$ cat config.mk
export PLATFORM = sky130hd
export DESIGN_NAME = branch_hist_stack
export DESIGN_NICKNAME = d
export VERILOG_FILES = /design/src/rtl/bh_pkg.sv /design/src/rtl/bh_filter.sv /design/src/rtl/bh_ptr.sv /design/src/rtl/bh_entry.sv /design/src/rtl/bh_rdmux.sv /design/src/rtl/branch_hist_stack.sv
export SDC_FILE = /design/constraint.sdc
export NUM_CORES = 1
export LEC_CHECK = 0
export ABC_CLOCK_PERIOD_IN_PS = 4140
export CAP_MARGIN = 20
export CORE_AREA = 4 4 152 154
export CTS_CLUSTER_SIZE = 10
export DETAILED_ROUTE_END_ITERATION = 7
export DIE_AREA = 0 0 156 158
export DONT_BUFFER_PORTS = 1
export PLACE_DENSITY = 0.71
export SLEW_MARGIN = 20
export SYNTH_ARGS = -nofsm -noshare
export SYNTH_HDL_FRONTEND = slang
export SYNTH_SLANG_ARGS = --single-unit
$ cat constraint.sdc
create_clock -name clk -period 4.14 [get_ports clk]
set_clock_uncertainty 0.15 [all_clocks]
set_input_delay 0.828 -clock clk [delete_from_list [all_inputs] [get_ports clk]]
set_output_delay 0.828 -clock clk [all_outputs]
set_load 0.02 [all_outputs]
$ cat src/rtl/bh_pkg.sv
package bh_pkg;
  typedef enum logic [2:0] {
    BK_COND = 3'd0,
    BK_JMP  = 3'd1,
    BK_CALL = 3'd2,
    BK_RET  = 3'd3,
    BK_IRQ  = 3'd4,
    BK_EXC  = 3'd5,
    BK_RSV6 = 3'd6,
    BK_RSV7 = 3'd7
  } br_kind_e;
endpackage

$ cat src/rtl/bh_filter.sv
module bh_filter
  import bh_pkg::*;
(
  input  logic       br_valid,
  input  logic [2:0] br_kind,
  input  logic       skip_cond,
  input  logic       skip_ret,
  input  logic       freeze,
  output logic       take
);
  logic kind_ok;

  always_comb begin
    case (br_kind_e'(br_kind))
      BK_COND: kind_ok = !skip_cond;
      BK_RET:  kind_ok = !skip_ret;
      BK_JMP, BK_CALL, BK_IRQ, BK_EXC: kind_ok = 1'b1;
      default: kind_ok = 1'b0;
    endcase
    take = br_valid && !freeze && kind_ok;
  end
endmodule

$ cat src/rtl/bh_ptr.sv
module bh_ptr #(
  parameter int DEPTH = 4,
  localparam int IDXW = (DEPTH > 1) ? $clog2(DEPTH) : 1
) (
  input  logic            clk,
  input  logic            rst_n,
  input  logic            adv,
  output logic [IDXW-1:0] tos,
  output logic [IDXW-1:0] wr_slot
);
  localparam logic [IDXW-1:0] LAST = IDXW'(DEPTH - 1);
  logic [IDXW-1:0] tos_q, tos_nxt;

  always_comb begin
    wr_slot = (tos_q == LAST) ? '0 : tos_q + 1'b1;
    tos_nxt = adv ? wr_slot : tos_q;
  end

  always_ff @(posedge clk or negedge rst_n) begin
    if (!rst_n) tos_q <= '0;
    else        tos_q <= tos_nxt;
  end

  assign tos = tos_q;
endmodule

$ cat src/rtl/bh_entry.sv
module bh_entry #(
  parameter int AW = 32
) (
  input  logic          clk,
  input  logic          rst_n,
  input  logic          wr_en,
  input  logic          clr,
  input  logic [AW-1:0] src_in,
  input  logic [AW-1:0] dst_in,
  output logic          vld,
  output logic [AW-1:0] src,
  output logic [AW-1:0] dst
);
  logic vld_q, vld_nxt;
  logic [AW-1:0] src_q, dst_q;

  always_comb begin
    if (clr)        vld_nxt = 1'b0;
    else if (wr_en) vld_nxt = 1'b1;
    else            vld_nxt = vld_q;
  end

  always_ff @(posedge clk or negedge rst_n) begin
    if (!rst_n) vld_q <= 1'b0;
    else        vld_q <= vld_nxt;
  end

  // Address payload carries no reset; the valid flag qualifies it.
  always_ff @(posedge clk) begin
    if (wr_en) begin
      src_q <= src_in;
      dst_q <= dst_in;
    end
  end

  assign vld = vld_q;
  assign src = src_q;
  assign dst = dst_q;
endmodule

$ cat src/rtl/bh_rdmux.sv
module bh_rdmux #(
  parameter int DEPTH = 4,
  parameter int AW    = 32,
  localparam int IDXW = (DEPTH > 1) ? $clog2(DEPTH) : 1
) (
  input  logic [IDXW-1:0]           tos,
  input  logic [IDXW-1:0]           rd_idx,
  input  logic [DEPTH-1:0]          ent_vld,
  input  logic [DEPTH-1:0][AW-1:0]  ent_src,
  input  logic [DEPTH-1:0][AW-1:0]  ent_dst,
  output logic                      rd_vld,
  output logic [AW-1:0]             rd_src,
  output logic [AW-1:0]             rd_dst
);
  localparam logic [IDXW:0] DEP_W = (IDXW+1)'(DEPTH);
  logic [IDXW:0]   sum;
  logic [IDXW-1:0] sel;
  logic            idx_ok;

  always_comb begin
    // slot = (tos - rd_idx) mod DEPTH, kept non-negative by adding DEPTH
    sum    = {1'b0, tos} + DEP_W - {1'b0, rd_idx};
    if (sum >= DEP_W) sum = sum - DEP_W;
    sel    = sum[IDXW-1:0];
    idx_ok = ({1'b0, rd_idx} < DEP_W);
    rd_vld = idx_ok && ent_vld[sel];
    rd_src = rd_vld ? ent_src[sel] : '0;
    rd_dst = rd_vld ? ent_dst[sel] : '0;
  end
endmodule

$ cat src/rtl/branch_hist_stack.sv
module branch_hist_stack
  import bh_pkg::*;
#(
  parameter int DEPTH = 4,
  parameter int AW    = 32,
  localparam int IDXW = (DEPTH > 1) ? $clog2(DEPTH) : 1
) (
  input  logic            clk,
  input  logic            rst_n,
  input  logic            br_valid,
  input  logic [2:0]      br_kind,
  input  logic [AW-1:0]   br_src,
  input  logic [AW-1:0]   br_dst,
  input  logic            skip_cond,
  input  logic            skip_ret,
  input  logic            freeze,
  input  logic            wipe,
  input  logic [IDXW-1:0] rd_idx,
  output logic            rd_vld,
  output logic [AW-1:0]   rd_src,
  output logic [AW-1:0]   rd_dst,
  output logic [IDXW-1:0] tos
);
  logic                     take;
  logic                     adv;
  logic [IDXW-1:0]          wr_slot;
  logic [DEPTH-1:0]         ent_vld;
  logic [DEPTH-1:0][AW-1:0] ent_src;
  logic [DEPTH-1:0][AW-1:0] ent_dst;

  bh_filter u_filter (
    .br_valid (br_valid),
    .br_kind  (br_kind),
    .skip_cond(skip_cond),
    .skip_ret (skip_ret),
    .freeze   (freeze),
    .take     (take)
  );

  assign adv = take && !wipe;

  bh_ptr #(.DEPTH(DEPTH)) u_ptr (
    .clk    (clk),
    .rst_n  (rst_n),
    .adv    (adv),
    .tos    (tos),
    .wr_slot(wr_slot)
  );

  for (genvar g = 0; g < DEPTH; g++) begin : g_slot
    logic hit;
    assign hit = adv && (wr_slot == IDXW'(g));
    bh_entry #(.AW(AW)) u_entry (
      .clk   (clk),
      .rst_n (rst_n),
      .wr_en (hit),
      .clr   (wipe),
      .src_in(br_src),
      .dst_in(br_dst),
      .vld   (ent_vld[g]),
      .src   (ent_src[g]),
      .dst   (ent_dst[g])
    );
  end

  bh_rdmux #(.DEPTH(DEPTH), .AW(AW)) u_rdmux (
    .tos    (tos),
    .rd_idx (rd_idx),
    .ent_vld(ent_vld),
    .ent_src(ent_src),
    .ent_dst(ent_dst),
    .rd_vld (rd_vld),
    .rd_src (rd_src),
    .rd_dst (rd_dst)
  );
endmodule

==> results of run 1 <==
[metrics by stage]
step                hold WS [ns]  cells  instance area, um2
floorplan                  0.324    665               10700
finish                     0.239   1015               12400
detailed placement         0.345    966               11500
CTS                        0.213   1014               12400
global route               0.213   1015               12400
global placement           0.347    966               11500
[cells in the mapped netlist]
cell       instances
nor2_1             1
o21ai_1           16
a22o_1             4
xnor3_1            1
clkbuf_1          33
ha_1               5
mux2_2            66
buf_2             16
inv_1              3
edfxtp_1         256
buf_1              3
a21o_1             1
mux2_4             3
and2_2             4
nand2b_1           1
a31oi_1           64
buf_6              2
o21ai_0           48
buf_4              2
and3b_1           64
dfrtp_1            6
a2111oi_4          1
nor4b_1            1
nand3_1           64
[routing by layer]
layer  vias to the layer above  global-route usage  share of wire
met2                       179               0.309           0.50
met3                        25              0.0541          0.082
met1                      3036               0.219           0.41
li1                       2743                   -              -
met4                         0              0.0413          0.012
met5                         -                   0              0
[registers in the layout, indices dropped and copies added (netlist names)]
register,flops
g_slot.u_entry.dst,128
g_slot.u_entry.src,128
g_slot.u_entry.vld,4
u_ptr.tos,2
[area by class of cell]
class | instances | area share
Tap cell | 280 | 0.0283
Sequential cell | 262 | 0.632
Clock buffer | 47 | 0.0690
Inverter | 3 | 0.000908
Timing Repair Buffer | 79 | 0.0581
Multi-Input combinational cell | 344 | 0.211
[timing repair]
action / 4_1_cts / 5_1_grt
endpoints found under the setup margin: 1 / 63
gates cloned: 0 / 1
hold endpoints to repair: 6 / 0
hold buffers: 1 / 0
resized for setup: 1 / 1
[path summary, 6_finish.rpt]
path | startpoint | end | cells past startpoint
setup / recovery | u_ptr.tos[0]$_DFFE_PN0P_ | rd_dst[4] | 6
hold / removal | br_src[14] | g_slot[1].u_entry.src[14]$_DFFE_PP_ | 0
setup reg to reg | u_ptr.tos[0]$_DFFE_PN0P_ | g_slot[1].u_entry.src[3]$_DFFE_PP_ | 4
hold reg to reg | g_slot[0].u_entry.vld$_DFFE_PN0P_ | g_slot[0].u_entry.vld$_DFFE_PN0P_ | 1
max in group asynchronous | rst_n | g_slot[2].u_entry.vld$_DFFE_PN0P_ | 1
min in group asynchronous | rst_n | u_ptr.tos[1]$_DFFE_PN0P_ | 1
[power by group]
group	total (mW)	internal, mW	switching (mW)
logic	1.69	0.650	1.04
clock network	2.32	1.39	0.928
registers	3.10	3.02	0.0778
total	7.11	5.06	2.05
[kinds of logic after synthesis]
family,Yosys count,share of synthesized area
flops,262,0.733
xor+xnor,1,0.00211
simple gates,135,0.0869
compound gates,134,0.0739
buf+inv,59,0.0247
fa+ha+maj,5,0.00585
mux,69,0.0737
[critical path: stages (launching register included)]
cell and delay, ns:
dfrtp_1 0.56, inv_1 0.20, ha_4 0.20, xnor3_4 0.53
buf_12 0.30, o21ai_0 0.38, buf_4 0.22
==> flow_summary.toml, run 1 <==
[run_status]
status = "completed"

[global_routing]
antenna_found_initial = 0
track_usage = 0.178
grt_pass1_wl_um = 34400
gr-total-overflow = 0
grt_max_degree = 194
grt_pass1_vias = 6207

[layout]
antennaDiodeCount = 0
seqCellArea_um2 = 7840
final_cell_mix = "256 x edfxtp_1, 69 x buf_4, 65 x mux2_2"
multiInputGateArea_um2 = 2620
post-route-util = 0.572
synthToLayoutAreaGrowth_pct = 15.9
final_common_cell = "edfxtp_1"
drive_gt1_frac = 0.257
nNetsFinal = 801
fillers = 1667

[critical_path]
critPathMaxFanout = 69
cp-start-kind = "flip-flop"
rrSetupSlack_ns = 1.90
cp_data_required_time_ns = 3.16
crit_path_end_kind = "output pin"
crit_arrival_ns = 2.97
worstSetupPathType = "reg -> out"

[floorplan]
coreArea_um2 = 21700
die-area_um2 = 24600
io_pins = 143
die_y_um = 158
fp-row-count = 54
fp.dieW_um = 156
start_util = 0.493

[clocking]
htreeDepth = 1
insertion_delay_ns = 0.53
clockRootBuffer = "clkbuf_16"
clk_pin_slew_ns = 0.06
post_cts_buffers = 0
clock-sinks = 262
cts_buffer_depth = 3
cts_buffers = 30
cts_tree = "built"

[route]
drtPass1Iterations = 5
remaining_drc_errors = 0
avgViaCountPerCell = 5.89
drt_iter0_markers = 434
wl_um = 23100
avgRoutedWirePerCell_um = 22.8
vias = 5983
ant_nets = 0

[logic_synthesis]
syn_area_um2 = 10700
synth_top_area_cell = "edfxtp_1"
yosys-top-cells-area = "edfxtp_1 72%, mux2_2 6.9%, and3b_1 5.2%"
synth.top_cell.area_share = 0.719
synth_area_per_cell_um2 = 16.1
ys_seq_area_frac = 0.733
synthCells = 665
ys_warn_count = 0
ys_types = 24
ys_ff_latch = 262
syn_nets = 746

[sta]
worst_slew_pin_slew_ns = 0.988
rsz0062_at_grt = "false"
hold_viol_final = 0
drv_slew = 0
setup_ws_ns = 0.197
period_needed_ns = 3.94
slew_headroom = 0.341
setup_viol = 0
max_freq_mhz = 254
tns_ns = 0
finalCritPeriodShare = 0.953

[place]
dpl.hpwl_um = 12700
dpl_worst_slack_ns = 0.523
port_buffers = 0
gp_congestion = 0.749

[worst_hold_path]
hold_path.class = "in -> reg"

[pwr]
ir_worst_vdd_mv = 0.367
power.total_mw = 7.11
power.density_nw_per_um2 = 574
power_leakage_nw = 4.30

[job]
drv_cap = 0
(Power assumes the default switching activity.)
==> inputs of run 2 (changes only) <==
CORE_AREA = 4 4 148 150   (was 4 4 152 154)
DIE_AREA = 0 0 152 154   (was 0 0 156 158)
PLACE_DENSITY = 0.72   (was 0.71)
SYNTH_HIERARCHICAL = 1   (was default)
TNS_END_PERCENT = 20   (was default)
==> flow_summary.toml, run 2 <==
[sta]
tns_ns = 0
max_freq_mhz = 258
drv_slew = 0
hold_viol_final = 0
slew_headroom = 0.469
rsz0062_at_grt = "false"
period_needed_ns = 3.87
worst_slew_pin_slew_ns = 0.786
finalCritPeriodShare = 0.936
setup_viol = 0

[floorplan]
io_pins = 143
fp-row-count = 53
die_y_um = 154
coreArea_um2 = 20700
fp.dieW_um = 152
start_util = 0.493
die-area_um2 = 23400

[global_routing]
antenna_found_initial = 0
grt_pass1_wl_um = 33300
grt_pass1_vias = 5983
gr-total-overflow = 0
grt_max_degree = 66
track_usage = 0.178

[clocking]
cts_tree = "built"
cts_buffers = 30
clock-sinks = 262
clk_pin_slew_ns = 0.06
insertion_delay_ns = 0.52
clockRootBuffer = "clkbuf_16"
cts_buffer_depth = 3
htreeDepth = 1
post_cts_buffers = 0

[critical_path]
worstSetupPathType = "reg -> out"
cp_data_required_time_ns = 3.16
critPathMaxFanout = 60
cp-start-kind = "flip-flop"
cp.buffers_inverters = 3
slowest_delay_ns = 0.72
crit_cells = 7
regToRegEndpoint = "g_slot[1].u_entry/src[26]$_DFFE_PP_"
cp_slowest_cell = "xnor3_4"
crit_arrival_ns = 2.90
reg2reg_depth = 4
crit_chain = "inv_1 -> ha_4 -> xnor3_4 -> buf_12 -> nand3_1 -> o21ai_0 -> buf_4"
crit_family = "XOR/XNOR gates"
r2r_start = "u_ptr/tos[0]$_DFFE_PN0P_"
rrSetupSlack_ns = 1.56
crit_path_end_kind = "output pin"

[logic_synthesis]
syn_area_um2 = 10200
ys_warn_count = 6
syn_nets = 664
synthFlopType = "edfxtp_1"
synth_top_area_cell = "edfxtp_1"
ys_seq_area_frac = 0.768
yosysMostFrequentCell = "edfxtp_1"
synth_area_per_cell_um2 = 17.4
synth_edf_count = 256
async_flop_share = 0.0229
synthCells = 586
ys_types = 28
synth_common_cells = "256 x edfxtp_1, 67 x mux2_2, 64 x a22oi_1, 64 x nand3_1, 56 x o21ai_0"
ys_ff_latch = 262
synth.top_cell.area_share = 0.753
yosys-top-cells-area = "edfxtp_1 75%, mux2_2 7.4%, a22oi_1 4.7%"

[pwr]
ir_worst_vdd_mv = 0.840
power.share.clock = 0.347
power_leakage_nw = 3.84
seqPwrFrac = 0.457
pwr-share-comb = 0.195
switchingPower_mw = 1.81
internal-power_mw = 5.02
swShare = 0.265
power.density_nw_per_um2 = 573

[layout]
final_cell_mix = "256 x edfxtp_1, 75 x buf_4, 67 x mux2_2, 64 x a22oi_1, 64 x nand3_1"
synthToLayoutAreaGrowth_pct = 16.9
drive_gt1_frac = 0.283
post-route-util = 0.577
nNetsFinal = 736
final_common_cell = "edfxtp_1"
antennaDiodeCount = 0

[run_status]
status = "completed"

[route]
remaining_drc_errors = 0
wl_um = 21400
ant_nets = 0
drtPass1Iterations = 5
avgViaCountPerCell = 5.77
avgRoutedWirePerCell_um = 22.3
vias = 5524
drt_iter0_markers = 326

[place]
port_buffers = 0
dpl.hpwl_um = 12300
gp_congestion = 0.734

[worst_hold_path]
worstHoldStart = "br_src[29]"
whs_endpoint = "g_slot[2].u_entry/src[29]$_DFFE_PP_"
whs_path_depth = 0
hold_path.class = "in -> reg"

[job]
drv_cap = 0
-- run 2: metrics by stage --
step | cells | hold slack (ns) | power [mW] | cell area [um2] | worst slack, ns
floorplan | 586 | 0.302 | 4.25 | 10200 | 0.0341
global placement | 900 | 0.312 | 4.49 | 11000 | 0.706
detailed placement | 900 | 0.319 | 4.51 | 11000 | 0.672
CTS | 957 | 0.217 | 6.90 | 11900 | 0.268
global route | 957 | 0.210 | 7.13 | 11900 | 0.0635
finish | 957 | 0.244 | 6.83 | 11900 | 0.267
-- run 2: timing repair --
action                    in CTS  in global routing
hold buffers                   1                  0
hold endpoints to repair       6                  0
gates resized for setup        0                  0
-- run 2: layout make-up --
| class | instances | area, um2 |
|---|---|---|
| sequential | 262 | 7840 |
| tap | 275 | 344 |
| multi-input combinational | 279 | 2140 |
| clock buffer | 56 | 900 |
| fill | 1596 | 8760 |
| timing repair buffer | 82 | 693 |
| inverter | 3 | 11.3 |
-- run 2: power groups by stage --
stage | registers (mW) | logic (mW) | clock network [mW]
floorplan | 3.17 | 1.08 | 0
global placement | 3.17 | 1.32 | 0
detailed placement | 3.18 | 1.33 | 0
CTS | 3.13 | 1.35 | 2.43
global route | 3.14 | 1.44 | 2.55
finish | 3.13 | 1.33 | 2.37
-- run 2: how the worst max path moves through the flow --
stage,start,endpoint,slack [ns]
after floorplan,skip_ret,g_slot[0].u_entry/dst[0]$_DFFE_PP_,0.03
after global placement,rd_idx[1],rd_dst[2],0.71
after detailed placement,rd_idx[1],rd_dst[2],0.67
after CTS,u_ptr/tos[0]$_DFFE_PN0P_,rd_dst[2],0.27
after global routing,u_ptr/tos[0]$_DFFE_PN0P_,rd_dst[2],0.06
final,u_ptr/tos[0]$_DFFE_PN0P_,rd_dst[10],0.27
-- run 2: worst register-to-register path, cell delays in order, from the launching register on --
cell and delay [ns]:
dfrtp_1 0.50, ha_1 0.26, nor2_1 0.38, and4bb_4 0.66, buf_12 0.31
-- run 2: metal layers --
layer | track usage | up-vias | part of all wire
li1 | - | 2500 | -
met1 | 0.222 | 2792 | 0.39
met2 | 0.298 | 200 | 0.49
met3 | 0.0681 | 32 | 0.096
met4 | 0.0428 | 0 | 0.016
met5 | 0 | - | 0
-- run 2: cells by family (layout without fill, tap and decap cells) --
kind of cell	Yosys count	count (layout)	share of synthesized area
XOR/XNOR	1	1	0.00233
adder cells (fa/ha/maj)	2	2	0.00245
buffers and inverters	45	141	0.0282
AND/OR/NAND/NOR	74	74	0.0407
flip-flops	262	262	0.768
AO/OA/AOI/OAI	135	135	0.0846
multiplexers	67	67	0.0739
==> inputs of run 3 (changes only) <==
CTS_CLUSTER_SIZE = 8   (was 10)
GPL_TIMING_DRIVEN = 0   (was default)
==> flow_summary.toml, run 3 (synthesized netlist as in run 2, its figures left out) <==
[pwr]
swShare = 0.267
pwr-share-comb = 0.203
ir_worst_vdd_mv = 0.397
power.density_nw_per_um2 = 624
switchingPower_mw = 1.97
seqPwrFrac = 0.425
internal-power_mw = 5.40
power_leakage_nw = 3.74
power.share.clock = 0.372
power.total_mw = 7.37

[route]
avgRoutedWirePerCell_um = 23.8
avgViaCountPerCell = 5.88
drtPass1Iterations = 5
remaining_drc_errors = 0
drt_iter0_markers = 383
ant_nets = 0
vias = 5427
wl_um = 21900

[sta]
drv_slew = 0
whs_ns = 0.271
worst_slew_pin_slew_ns = 0.789
period_needed_ns = 3.96
finalCritPeriodShare = 0.957
rsz0062_at_grt = "false"
hold_viol_final = 0
slew_headroom = 0.468
max_freq_mhz = 252
setup_viol = 0

[worst_hold_path]
hold_path.class = "in -> reg"
worstHoldStart = "br_src[15]"
whs_path_depth = 0
whs_endpoint = "g_slot[1].u_entry/src[15]$_DFFE_PP_"

[clocking]
cts_buffers = 38
post_cts_buffers = 0
cts_tree = "built"
clock-sinks = 262
cts_buffer_depth = 3
clockRootBuffer = "clkbuf_16"
clk_pin_slew_ns = 0.05
insertion_delay_ns = 0.50
htreeDepth = 2

[critical_path]
cp_data_required_time_ns = 3.16
cp-start-kind = "flip-flop"
cpMostUsedCell = "buf_2"
worstSetupPathType = "reg -> out"
r2r_start = "u_ptr/tos[0]$_DFFE_PN0P_"
critPathMaxFanout = 10
cp_slowest_cell = "dfrtp_1"
cp.buffers_inverters = 3
crit_arrival_ns = 2.98
crit_family = "buffers and inverters"
rrSetupSlack_ns = 1.46
crit_path_end_kind = "output pin"
crit_cells = 7
reg2reg_depth = 4
crit_chain = "inv_1 -> ha_1 -> nor2b_1 -> buf_2 -> buf_2 -> a22oi_1 -> o21ai_0"
regToRegEndpoint = "g_slot[3].u_entry/dst[7]$_DFFE_PP_"
slowest_delay_ns = 0.56

[layout]
nNetsFinal = 716
instances_no_fill = 923
synthToLayoutAreaGrowth_pct = 15.7
drive_gt1_frac = 0.252
final_common_cell = "edfxtp_1"
final_cell_mix = "256 x edfxtp_1, 67 x mux2_2, 64 x a22oi_1, 64 x nand3_1, 43 x o21ai_1"
antennaDiodeCount = 0
stdcell_area_um2 = 11800
fillers = 1567

[global_routing]
grt_pass1_wl_um = 33700
track_usage = 0.186
antenna_found_initial = 0
grt_max_degree = 35
gr-total-overflow = 0
grt_pass1_vias = 5823

[job]
drv_cap = 0

[floorplan]
fp-row-count = 53
die-area_um2 = 23400
io_pins = 143
fp.dieW_um = 152
start_util = 0.493
die_y_um = 154
coreArea_um2 = 20700

[place]
dpl_cell_area_um2 = 10700
gp_congestion = 0.778
port_buffers = 0
dpl.hpwl_um = 14000
place_inst = 872

[run_status]
status = "completed"
run 3: timing repair:
item / 4_1_cts / 5_1_grt
gates resized for setup: 1 / 34
endpoints found under the setup margin: 1 / 34
hold endpoints to repair: 6 / 0
pin swaps: 0 / 0
hold buffers: 1 / 0
run 3: power groups by stage:
| stage | registers (mW) | clock network, mW | logic, mW |
|---|---|---|---|
| 6_report | 3.13 | 2.74 | 1.50 |
| 5_1_grt | 3.14 | 2.93 | 1.61 |
| 4_1_cts | 3.14 | 2.79 | 1.50 |
| 3_5_place_dp | 3.18 | 0 | 1.49 |
| 3_3_place_gp | 3.18 | 0 | 1.44 |
| 2_1_floorplan | 3.17 | 0 | 1.08 |
run 3: routing by layer:
metal / share of wire / GRT usage / up-vias
met5: 0 / 0 / -
met4: 0.022 / 0.0535 / 0
met3: 0.093 / 0.0760 / 43
met2: 0.49 / 0.309 / 200
met1: 0.39 / 0.225 / 2731
li1: - / - / 2453
run 3: worst max path at each step:
stage | from | end | slack, ns
2_1_floorplan | skip_ret | g_slot[0].u_entry/dst[0]$_DFFE_PP_ | 0.03
3_3_place_gp | skip_ret | g_slot[0].u_entry/dst[7]$_DFFE_PP_ | -1.58
3_5_place_dp | rd_idx[0] | rd_dst[3] | 0.35
4_1_cts | u_ptr/tos[0]$_DFFE_PN0P_ | rd_dst[2] | 0.02
5_1_grt | u_ptr/tos[0]$_DFFE_PN0P_ | rd_src[16] | 0.002
6_report | u_ptr/tos[0]$_DFFE_PN0P_ | rd_src[26] | 0.18
run 3: cell type report:
cell class	instances	area, um2	area share
multi-input combinational	279	2120	0.179
clock buffer	50	1060	0.0897
sequential	262	7840	0.663
tap	275	344	0.0291
inverter	3	11.3	0.000953
buffer	42	277	0.0234
timing repair buffer	12	165	0.0140
run 3: per-stage QoR:
stage	utilization	TNS [ns]	setup WS [ns]
after floorplan	-	0	0.0341
after global placement	0.511	-102.32	-1.58
after detailed placement	0.519	0	0.353
after CTS	0.571	0	0.0226
after global routing	0.571	0	0.00180
final	0.571	0	0.179
